File: src/rtl/csb_pkg.sv
package csb_pkg;
  typedef enum logic [1:0] {
    VIEW_WORD = 2'd0,
    VIEW_SET  = 2'd1,
    VIEW_CLR  = 2'd2,
    VIEW_RSVD = 2'd3
  } csb_view_e;

  function automatic logic [63:0] csb_field_mask(input int shift, input int width);
    return ((64'd1 << width) - 64'd1) << shift;
  endfunction
endpackage

File: src/rtl/csb_decode.sv
module csb_decode
  import csb_pkg::*;
#(
  parameter int NUM_SEL = 4,
  parameter int ADDR_W  = 5
) (
  input  logic              clk,
  input  logic              rst,
  input  logic              wr_en,
  input  logic [ADDR_W-1:0] addr,
  output logic [NUM_SEL-1:0] hit_word,
  output logic [NUM_SEL-1:0] hit_set,
  output logic [NUM_SEL-1:0] hit_clr,
  output logic               hit_upd
);
  localparam int IDX_W = ADDR_W - 2;

  logic [IDX_W-1:0] idx;
  csb_view_e        view;

  always_comb begin
    idx  = addr[ADDR_W-1:2];
    view = csb_view_e'(addr[1:0]);
    for (int i = 0; i < NUM_SEL; i++) begin
      hit_word[i] = wr_en && (idx == IDX_W'(i)) && (view == VIEW_WORD);
      hit_set[i]  = wr_en && (idx == IDX_W'(i)) && (view == VIEW_SET);
      hit_clr[i]  = wr_en && (idx == IDX_W'(i)) && (view == VIEW_CLR);
    end
    hit_upd = wr_en && (idx == IDX_W'(NUM_SEL)) && (view == VIEW_WORD);
  end

  // a single bus write reaches at most one target
  p_one_target_r4: assert property (@(posedge clk) disable iff (rst)
    $onehot0({hit_word, hit_set, hit_clr, hit_upd}));

  // no write lands on the reserved view
  p_rsvd_inert_r9: assert property (@(posedge clk) disable iff (rst)
    (wr_en && addr[1:0] == 2'd3) |-> !(|{hit_word, hit_set, hit_clr, hit_upd}));
endmodule

File: src/rtl/csb_slice.sv
module csb_slice #(
  parameter int DATA_W    = 32,
  parameter int SEL_W     = 3,
  parameter int SEL_SHIFT = 8,
  parameter int GATE_BIT  = 31,
  parameter bit HAS_UPD   = 1'b1
) (
  input  logic              clk,
  input  logic              rst,
  input  logic              wr_word,
  input  logic              wr_set,
  input  logic              wr_clr,
  input  logic              upd_strobe,
  input  logic [DATA_W-1:0] wdata,
  output logic [DATA_W-1:0] word_q,
  output logic [SEL_W-1:0]  sel_q,
  output logic              en_q
);
  localparam logic [DATA_W-1:0] FIELD_MASK = DATA_W'(csb_pkg::csb_field_mask(SEL_SHIFT, SEL_W));
  localparam logic [DATA_W-1:0] GATE_MASK  = DATA_W'(64'd1 << GATE_BIT);
  localparam logic [DATA_W-1:0] KEEP_MASK  = FIELD_MASK | GATE_MASK;
  localparam logic [DATA_W-1:0] RESET_WORD = GATE_MASK;

  logic [DATA_W-1:0] kept;
  logic [DATA_W-1:0] nxt;
  logic [SEL_W-1:0]  staged;

  always_comb begin
    kept = wdata & KEEP_MASK;
    nxt  = word_q;
    if (wr_word)     nxt = kept;
    else if (wr_set) nxt = word_q | kept;
    else if (wr_clr) nxt = word_q & ~kept;
  end

  assign staged = word_q[SEL_SHIFT +: SEL_W];

  always_ff @(posedge clk) begin
    if (rst) begin
      word_q <= RESET_WORD;
      en_q   <= 1'b0;
    end else begin
      word_q <= nxt;
      en_q   <= ~nxt[GATE_BIT];
    end
  end

  generate
    if (HAS_UPD) begin : g_strobed
      always_ff @(posedge clk) begin
        if (rst)             sel_q <= '0;
        else if (upd_strobe) sel_q <= staged;
      end

      // output holds without a strobe
      p_hold_r5: assert property (@(posedge clk) disable iff (rst)
        !upd_strobe |=> $stable(sel_q));
      // strobe loads the staged field
      p_load_r5: assert property (@(posedge clk) disable iff (rst)
        upd_strobe |=> sel_q == $past(staged));
    end else begin : g_direct
      always_ff @(posedge clk) begin
        if (rst) sel_q <= '0;
        else     sel_q <= staged;
      end

      // output trails the staged field by one cycle; R8: strobe is irrelevant
      p_follow_r6: assert property (@(posedge clk) disable iff (rst)
        (upd_strobe || !upd_strobe) |=> sel_q == $past(staged));
    end
  endgenerate

  // bits written through the set alias end up 1
  p_set_r2: assert property (@(posedge clk) disable iff (rst)
    wr_set |=> (word_q & $past(kept)) == $past(kept));
  // bits written through the clear alias end up 0
  p_clr_r3: assert property (@(posedge clk) disable iff (rst)
    wr_clr |=> (word_q & $past(kept)) == '0);
  // gate set means clock disabled
  p_gate_off_r7: assert property (@(posedge clk) disable iff (rst)
    (wr_set && wdata[GATE_BIT]) |=> !en_q);
  // gate cleared means clock enabled
  p_gate_on_r7: assert property (@(posedge clk) disable iff (rst)
    (wr_clr && wdata[GATE_BIT]) |=> en_q);
  // unstored bits never appear in the word
  p_keep_r4: assert property (@(posedge clk) disable iff (rst)
    (word_q & ~KEEP_MASK) == '0);
endmodule

File: src/rtl/csb_rdport.sv
module csb_rdport
  import csb_pkg::*;
#(
  parameter int NUM_SEL = 4,
  parameter int DATA_W  = 32,
  parameter int ADDR_W  = 5
) (
  input  logic                      clk,
  input  logic                      rst,
  input  logic [ADDR_W-1:0]         addr,
  input  logic [NUM_SEL*DATA_W-1:0] words,
  output logic [DATA_W-1:0]         rdata_q
);
  localparam int IDX_W = ADDR_W - 2;

  logic [DATA_W-1:0] pick;
  logic [IDX_W-1:0]  idx;

  always_comb begin
    idx  = addr[ADDR_W-1:2];
    pick = '0;
    if (csb_view_e'(addr[1:0]) == VIEW_WORD) begin
      for (int i = 0; i < NUM_SEL; i++) begin
        if (idx == IDX_W'(i)) pick = words[i*DATA_W +: DATA_W];
      end
    end
  end

  always_ff @(posedge clk) begin
    if (rst) rdata_q <= '0;
    else     rdata_q <= pick;
  end

  // the update register reads zero
  p_upd_zero_r8: assert property (@(posedge clk) disable iff (rst)
    (addr[ADDR_W-1:2] == IDX_W'(NUM_SEL)) |=> rdata_q == '0);
  // the reserved view reads zero
  p_rsvd_zero_r9: assert property (@(posedge clk) disable iff (rst)
    (addr[1:0] == 2'd3) |=> rdata_q == '0);
endmodule

File: src/rtl/clksel_bank.sv
module clksel_bank #(
  parameter int              NUM_SEL   = 4,
  parameter int              DATA_W    = 32,
  parameter int              SEL_W     = 3,
  parameter int              SEL_SHIFT = 8,
  parameter int              GATE_BIT  = 31,
  parameter logic [NUM_SEL-1:0] UPD_MASK = 4'b0111,
  parameter int              ADDR_W    = $clog2(NUM_SEL + 1) + 2
) (
  input  logic                     clk,
  input  logic                     rst,
  input  logic                     bus_wr,
  input  logic [ADDR_W-1:0]        bus_addr,
  input  logic [DATA_W-1:0]        bus_wdata,
  output logic [DATA_W-1:0]        bus_rdata,
  output logic [NUM_SEL*SEL_W-1:0] sel_live,
  output logic [NUM_SEL-1:0]       clk_en
);
  logic [NUM_SEL-1:0]        hit_word;
  logic [NUM_SEL-1:0]        hit_set;
  logic [NUM_SEL-1:0]        hit_clr;
  logic                      hit_upd;
  logic [NUM_SEL*DATA_W-1:0] words;

  csb_decode #(.NUM_SEL(NUM_SEL), .ADDR_W(ADDR_W)) u_dec (
    .clk(clk), .rst(rst), .wr_en(bus_wr), .addr(bus_addr),
    .hit_word(hit_word), .hit_set(hit_set), .hit_clr(hit_clr), .hit_upd(hit_upd)
  );

  generate
    for (genvar i = 0; i < NUM_SEL; i++) begin : g_sel
      csb_slice #(
        .DATA_W(DATA_W), .SEL_W(SEL_W), .SEL_SHIFT(SEL_SHIFT),
        .GATE_BIT(GATE_BIT), .HAS_UPD(UPD_MASK[i])
      ) u_slice (
        .clk(clk), .rst(rst),
        .wr_word(hit_word[i]), .wr_set(hit_set[i]), .wr_clr(hit_clr[i]),
        .upd_strobe(hit_upd && bus_wdata[i]),
        .wdata(bus_wdata),
        .word_q(words[i*DATA_W +: DATA_W]),
        .sel_q(sel_live[i*SEL_W +: SEL_W]),
        .en_q(clk_en[i])
      );
    end
  endgenerate

  csb_rdport #(.NUM_SEL(NUM_SEL), .DATA_W(DATA_W), .ADDR_W(ADDR_W)) u_rd (
    .clk(clk), .rst(rst), .addr(bus_addr), .words(words), .rdata_q(bus_rdata)
  );

  // reset leaves every clock gated and every select at zero
  p_reset_r1: assert property (@(posedge clk)
    rst |=> (clk_en == '0) && (sel_live == '0));
endmodule

File: config.mk
export PLATFORM = sky130hd
export DESIGN_NAME = clksel_bank
export DESIGN_NICKNAME = d
export VERILOG_FILES = /design/src/rtl/csb_pkg.sv /design/src/rtl/csb_decode.sv /design/src/rtl/csb_slice.sv /design/src/rtl/csb_rdport.sv /design/src/rtl/clksel_bank.sv
export SDC_FILE = /design/constraint.sdc
export NUM_CORES = 1
export LEC_CHECK = 0
export BUFFER_PORTS_ARGS = -buffer_cell sky130_fd_sc_hd__buf_2
export CORE_UTILIZATION = 25
export DETAILED_ROUTE_END_ITERATION = 7
export SLEW_MARGIN = 20
export SYNTH_ARGS = -nofsm -noshare
export SYNTH_HDL_FRONTEND = slang
export SYNTH_SLANG_ARGS = --single-unit
File: constraint.sdc
create_clock -name clk -period 3.1 [get_ports clk]
set_input_delay 0.465 -clock clk [delete_from_list [all_inputs] [get_ports clk]]
set_output_delay 0.465 -clock clk [all_outputs]
set_load 0.05 [all_outputs]
# Word level (Yosys, flattened, before mapping)
# Cells that the tools add are included.
[word_totals]
regBits = 176
latch_bits = 0
mem_bits_rw = 0
rom_bits = 0
inputBits = 40
out_inout_bits = 48
word_cells = 93
memories = 0
[op_classes]
addsub = 0
n_mul = 0
n_div = 0
n_lt_le_gt_ge = 0
n_eq_ne = 6
n_shift = 0
n_mux = 16
bitwise_logic = 14
reduce_logical = 36
[op_table]
columns = ["cell", "count"]
rows = [
  ["32-bit 2-to-1 mux", 16],
  ["32-bit bitwise AND", 4],
  ["32-bit bitwise OR", 4],
  ["32-bit NOT", 1],
  ["1-bit logical AND", 21],
  ["3-bit nonzero test", 4],
  ["2-bit OR reduction", 5],
  ["2-bit nonzero test", 4],
  ["3-bit by 2-bit equality test with 1-bit output (second input constant)", 2],
  ["1-bit NOT", 5],
  ["3-bit by 1-bit equality test with 1-bit output (second input constant)", 1],
  ["3-bit equality test (second input constant)", 1],
  ["3-bit zero test", 1],
  ["2-bit by 1-bit equality test with 1-bit output (second input constant)", 1],
  ["2-bit equality test (second input constant)", 1],
  ["2-bit zero test", 1],
]

# Longest topological paths before layout
# Gate-level depths: netlist (run 1).
[logic_depth]
word_depth = 7
ltp_mapped = 5
mapped_depth_nobuf = 3

# Modules after synthesis
# A second synthesis (run 1) with hierarchy kept.
[unflattened]
cells_unflattened = 574
area_unflattened_um2 = 6548.8
[by_module_without_submodules]
columns = ["mod", "n_inst", "cells_per_inst", "area_each_um2", "seq_area_each_um2"]
rows = [
  ["csb_slice at g_sel[0].u_slice ...", 3, 91, 1062.3, 720.7],
  ["csb_rdport", 1, 189, 2174.6, 640.6],
  ["csb_slice at g_sel[3].u_slice", 1, 88, 1039.7, 720.7],
  ["csb_decode", 1, 20, 122.6, 0.0],
  ["clksel_bank", 1, 4, 25.0, 0.0],
]

# Worst setup path before layout (run 1)
# OpenSTA, ideal clock, no wires.
[synth_path]
path_kind = "input port to flip-flop"
startpoint = "input port bus_addr[2]"
endpoint = "register u_rd.rdata_q[11]"
setup_time_ns = 0.128
arrival_time_ns = 1.577
t_required_ns = 2.972
setup_slack_ns = 1.395
path_stages = 4
path_buffers = 2
cell_sequence = "buf_2 -> buf_4 -> mux4_2 -> nor2b_1"
[synth_via]
elab_chain_len = 5
elab_cells_between_ends = 8
cone_classes = "eq/ne (3); mux (4); reduce/logical (1)"
[synth_lines]
columns = ["element", "line_no", "rtl"]
rows = [
  ["start, declared", "clksel_bank.sv:13", "input logic [ADDR_W-1:0] bus_addr,"],
  ["3-bit zero test", "csb_rdport.sv:24", "if (idx == IDX_W'(i)) pick = words[i*DATA_W +: DATA_W];"],
  ["32-bit 2-to-1 mux (3 in series)", "csb_rdport.sv:24", ""],
  ["32-bit 2-to-1 mux (*)", "csb_rdport.sv:24", ""],
  ["end signal, assigned", "csb_rdport.sv:31", "else rdata_q <= pick;"],
  ["end, declared", "csb_rdport.sv:12", "output logic [DATA_W-1:0] rdata_q"],
]
# Every way passes the cells marked *; elsewhere a longest branch is shown, timed or not.
# A chain may end at the register's enable or synchronous reset.

# Worst setup path in the final report (run 1)
[layout_path]
startpoint = "input port bus_addr[3]"
endpoint = "register u_rd.rdata_q[10]"
# The elaborated chain is that of the path after synthesis.

==> impl_metrics.env, run 1 <==
export IMPL_outcome="completed"
export IMPL_grt_total_usage_pct=10.2
export IMPL_synth_area_leaders="dfxtp_1 58%, mux4_2 12%, and2_1 12%"
export IMPL_ant_nets=0
export IMPL_yosys_area_top_type_share_pct=57.5
export IMPL_pwr_share_comb_pct=3.6
export IMPL_yosysSeqAreaShare_pct=57.5
export IMPL_setup_violations=0
export IMPL_rows=56
export IMPL_yosys_top_cells_count="176 x dfxtp_1, 113 x and2_1, 39 x nor2b_1, 32 x mux4_2"
export IMPL_place_area_um2=6730
export IMPL_vdd_drop_max_mv=0.367
export IMPL_dpl_cell_count=852
export IMPL_seq_power_share_pct=51.0
export IMPL_cp_max_fo=29
export IMPL_synth_top_family_by_area="simple AND/OR/NAND/NOR gates"
export IMPL_drt_initial_drc_count=235
export IMPL_yosysWarnings=0
export IMPL_worstPathArrival_ps=2060
export IMPL_clock_path_buffers=2
export IMPL_grt_pass1_vias=3536
export IMPL_slew_headroom_pct=42.8
export IMPL_synth_xor_area_share_pct=0
export IMPL_die_w_um=159
export IMPL_finalNetCount=592
export IMPL_fin_crit_ps=1760
export IMPL_port_buffers=62
export IMPL_cts_resized=0
export IMPL_drv_cap=0
export IMPL_synth_compound_area_share_pct=5.23
export IMPL_io_pins=88
export IMPL_yosys_area_share_simple_pct=21.0
export IMPL_num_vias=3627
export IMPL_rsz0062_at_grt="false"
export IMPL_yosys_most_used_dff="dfxtp_1"
export IMPL_crit_chain="buf_2, buf_4, mux4_2, nor2b_1"
export IMPL_syn_area_per_cell_um2=12.2
export IMPL_wl_per_cell_um=13.7
export IMPL_hold_viol=0
export IMPL_cpPeakStageDelay_ps=590
export IMPL_final_area_um2=7300
export IMPL_p_leak_nw=2.81
export IMPL_yosysMostFrequentCell="dfxtp_1"
export IMPL_clock_fmax_mhz=568
export IMPL_cts_max_level=4
export IMPL_fin_worst_skew_ps=7.29
export IMPL_final_cells=884
export IMPL_ys_seq_elements=176
export IMPL_clkPwrFrac_pct=45.4
export IMPL_antenna_found_initial=0
export IMPL_fin_ws_ps=1340
export IMPL_cts_made_buffers=17
export IMPL_drc=0
export IMPL_grt_overflow=0
export IMPL_setup_worst_path_class="in -> reg"
export IMPL_gp_congestion=0.742
export IMPL_clk_pin_slew_ps=70
export IMPL_initial_utilization_pct=25.8
export IMPL_area_growth_pct=19.2
export IMPL_async_reset_ff_share_pct=0
export IMPL_hpwl_um=7450
export IMPL_syn_inst=502
export IMPL_cts_sinks=176
export IMPL_pre_cts_ws_ps=874
export IMPL_syn_nets=542
export IMPL_worstHoldPathType="in -> reg"
export IMPL_swShare_pct=22.9
export IMPL_grt_max_degree=45
export IMPL_hold_buffers=0
export IMPL_diodes=0
export IMPL_synthAdderAreaFrac_pct=0
export IMPL_fin_tns_setup_ps=0
export IMPL_intPower_mw=3.43
export IMPL_post_cts_buffers=0
export IMPL_powerDensity_nw_per_um2=609
export IMPL_yosysTopAreaCell="dfxtp_1"
export IMPL_routed_wl_um=12100
export IMPL_drv_slew=0
export IMPL_core_area_um2=23800
export IMPL_cpMaxStageDelayCell="mux4_2"
export IMPL_clock_latency_ps=420
export IMPL_cp_required_ps=3400
export IMPL_drive_gt1_share_pct=25.1
export IMPL_die_h_um=159
export IMPL_tightest_slew_ps=855
export IMPL_synth_enable_flop_cells=0
export IMPL_syn_cell_area_um2=6120
export IMPL_via_per_inst=4.10
export IMPL_grt_pass1_wl_um=19200
export IMPL_power_switching_mw=1.02
export IMPL_period_share_pct=56.8
export IMPL_synthMuxAreaShare_pct=13.2
export IMPL_synth_distinct_cells=38
export IMPL_tritoncts="done"
export IMPL_die_area_um2=25100
export IMPL_end_kind="register"
export IMPL_start_kind="input port"
export IMPL_first_pass_iters=4
export IMPL_cts_root_buf="clkbuf_16"
==> cells by family after synthesis <==
kind of cell,Yosys count
and+or+nand+nor,202
buffers and inverters,41
muxes,41
AOI/OAI and AO/OA,42
DFF,176
==> layout by cell type, fill, tap and decap left out, types with 6 or more instances in the layout <==
| master | instances |
|---|---|
| dfxtp_1 | 176 |
| clkbuf_16 | 17 |
| nand3_1 | 6 |
| buf_2 | 62 |
| mux4_2 | 32 |
| nand2b_1 | 23 |
| a21oi_1 | 9 |
| buf_4 | 6 |
| and2_1 | 113 |
| mux2i_1 | 9 |
| nor2b_1 | 39 |
==> worst max-delay path: cells and delay by family <==
family,cells,cell delay (ps)
buffers and inverters,2,850
multiplexers,1,590
AND/OR/NAND/NOR,1,140
==> stage by stage <==
step                      hold WS (ps)  power (mW)  util, %
after floorplan                    424        2.43        -
after global placement             436        2.48     28.4
after detailed placement           438        2.48     28.4
after CTS                          325        4.51     30.7
after global routing               326        4.63     30.7
final                              340        4.45     30.7
==> worst paths after layout <==
path	from	end	slack, ps	depth (start not counted)
worst max-delay path	bus_addr[3]	u_rd.rdata_q[10]	1340	4
worst min-delay path	bus_wdata[9]	g_sel[2].u_slice.word_q[9]	340	3
worst max register to register	g_sel[3].u_slice.word_q[8]	u_rd.rdata_q[8]	2000	2
worst min register to register	register	register	450	1
==> area by class of cell <==
cell class	count	area, um^2
Tap cell	319	399
Inverter	3	11.3
Fill cell	2357	16500
Timing Repair Buffer	69	375
Clock inverter	11	96.3
Clock buffer	21	470
Multi-Input combinational cell	285	2420
Sequential cell	176	3520
==> routing by layer <==
metal	GRT usage, %	share of wire, %
met5	0	0
met4	3.30	0.84
met1	13.6	49
met2	15.5	45
met3	3.27	5.1
==> power groups by stage <==
stage / sequential (mW) / combinational, mW / clock (mW)
2_1_floorplan: 2.32 / 0.107 / 0
3_3_place_gp: 2.32 / 0.164 / 0
3_5_place_dp: 2.32 / 0.163 / 0
4_1_cts: 2.27 / 0.164 / 2.08
5_1_grt: 2.27 / 0.175 / 2.19
6_report: 2.27 / 0.160 / 2.02
No activity file was read; power rests on OpenSTA's default activity.
==> run 2, diff against run 1 <==
clock period = 1.52 ns   (was 3.1 ns; I/O delays follow)
==> run 2 against run 1 <==
Effect of this change: critical endpoint is now bus_rdata[22]; global-route usage is 0.52 points higher; critical path type is now reg -> out; highest routed layer unchanged; first-iteration DRC count down 7.7%; total power increased by 110%; worst setup slack worse by 1100 ps; non-clock buffer count up 31; clock power increased by 100%; utilization increased by 1.4 points; sequential power grew 100%; final cell count grew 3.5%; largest cell class unchanged.
==> impl_metrics.env, run 2 (synthesized netlist as in run 1, its figures left out) <==
export IMPL_outcome="completed"
export IMPL_tritoncts="done"
export IMPL_fillers=2351
export IMPL_tightest_slew_ps=382
export IMPL_first_pass_iters=4
export IMPL_critPathTopFamily="flip-flops"
export IMPL_pre_cts_ws_ps=45.2
export IMPL_grt_total_usage_pct=10.7
export IMPL_diodes=0
export IMPL_whs_ps=112
export IMPL_drv_slew=0
export IMPL_grt_overflow=0
export IMPL_final_cells=915
export IMPL_cpMaxStageDelayCell="dfxtp_1"
export IMPL_num_vias=3795
export IMPL_gp_congestion=0.817
export IMPL_fin_ws_ps=255
export IMPL_worstPathArrival_ps=1040
export IMPL_cts_made_buffers=17
export IMPL_grt_pass1_vias=3814
export IMPL_grt_max_degree=33
export IMPL_via_per_inst=4.15
export IMPL_die_area_um2=25100
export IMPL_setup_worst_path_class="reg -> out"
export IMPL_core_area_um2=23800
export IMPL_fin_crit_ps=1260
export IMPL_slew_headroom_pct=74.4
export IMPL_grt_pass1_wl_um=20200
export IMPL_drv_cap=0
export IMPL_dpl_cell_count=883
export IMPL_end_kind="output port"
export IMPL_clock_fmax_mhz=791
export IMPL_hpwl_um=8300
export IMPL_cts_sinks=176
export IMPL_die_h_um=159
export IMPL_worstHoldPathType="in -> reg"
export IMPL_cts_resized=0
export IMPL_cpPeakStageDelay_ps=350
export IMPL_area_growth_pct=24.8
export IMPL_fin_worst_skew_ps=6.54
export IMPL_drt_initial_drc_count=217
export IMPL_ant_nets=0
export IMPL_place_area_um2=7080
export IMPL_drive_gt1_share_pct=29.0
export IMPL_port_buffers=62
export IMPL_vdd_drop_max_mv=0.785
export IMPL_hold_viol=0
export IMPL_clock_path_buffers=2
export IMPL_cts_root_buf="clkbuf_16"
export IMPL_rsz0062_at_grt="false"
export IMPL_setup_violations=0
export IMPL_drc=0
export IMPL_p_leak_nw=3.02
export IMPL_post_cts_buffers=0
export IMPL_clk_pin_slew_ps=60
export IMPL_final_area_um2=7640
export IMPL_fin_tns_setup_ps=0
export IMPL_path_buf_inv=1
export IMPL_io_pins=88
export IMPL_cp_required_ps=1290
export IMPL_mostFrequentLayoutCell="dfxtp_1"
export IMPL_antenna_found_initial=0
export IMPL_most_common_layout_cells="176 x dfxtp_1, 113 x and2_1, 62 x buf_2"
export IMPL_rows=56
export IMPL_crit_chain="buf_2"
export IMPL_start_kind="register"
export IMPL_powerDensity_nw_per_um2=1200
export IMPL_hold_buffers=0
export IMPL_period_share_pct=83.2
export IMPL_initial_utilization_pct=25.8
export IMPL_cts_max_level=4
export IMPL_cp_max_fo=1
export IMPL_die_w_um=159
export IMPL_finalNetCount=623
export IMPL_routed_wl_um=12600
export IMPL_clock_latency_ps=420
export IMPL_wl_per_cell_um=13.7
-- run 2: worst register-to-register path, stage by stage, from the launching register on --
cell	delay, ps
dfxtp_1	340
mux4_2	490
nor2b_1	140
-- run 2: worst paths after layout --
kind | startpoint | endpoint | slack (ps) | cells past startpoint
max | u_rd.rdata_q[22] | bus_rdata[22] | 260 | 1
min | bus_wdata[9] | g_sel[2].u_slice.word_q[9] | 110 | 3
max reg2reg | g_sel[3].u_slice.word_q[8] | u_rd.rdata_q[8] | 440 | 2
min reg2reg | register | register | 450 | 1
-- run 2: report_power, final --
| group | internal, mW | leakage [nW] | switching (mW) |
|---|---|---|---|
| clock network | 2.35 | 0.277 | 1.79 |
| registers | 4.62 | 1.42 | 0.00563 |
| logic | 0.186 | 1.32 | 0.236 |
-- run 2: per-layer routing --
| metal | up-vias | GRT usage [%] | share of wire [%] |
|---|---|---|---|
| met5 | - | 0 | 0 |
| li1 | 1885 | - | - |
| met3 | 16 | 2.94 | 4.6 |
| met2 | 86 | 16.6 | 45 |
| met4 | 0 | 4.49 | 1.8 |
| met1 | 1808 | 14.0 | 48 |
-- run 2: cell type report --
| class | instances | area [um^2] | area share (%) |
|---|---|---|---|
| flip-flops and latches | 176 | 3520 | 46.1 |
| well taps | 319 | 399 | 5.22 |
| clock inverters | 12 | 109 | 1.42 |
| repair buffers | 100 | 721 | 9.43 |
| inverters | 3 | 11.3 | 0.147 |
| clock buffers | 20 | 457 | 5.97 |
| multi-input cells | 285 | 2420 | 31.7 |
-- run 2: stage by stage --
step / power [mW] / util [%]
2_1_floorplan: 4.95 / -
3_3_place_gp: 5.16 / 29.8
3_5_place_dp: 5.16 / 29.8
4_1_cts: 9.31 / 32.2
5_1_grt: 9.56 / 32.2
6_report: 9.19 / 32.2
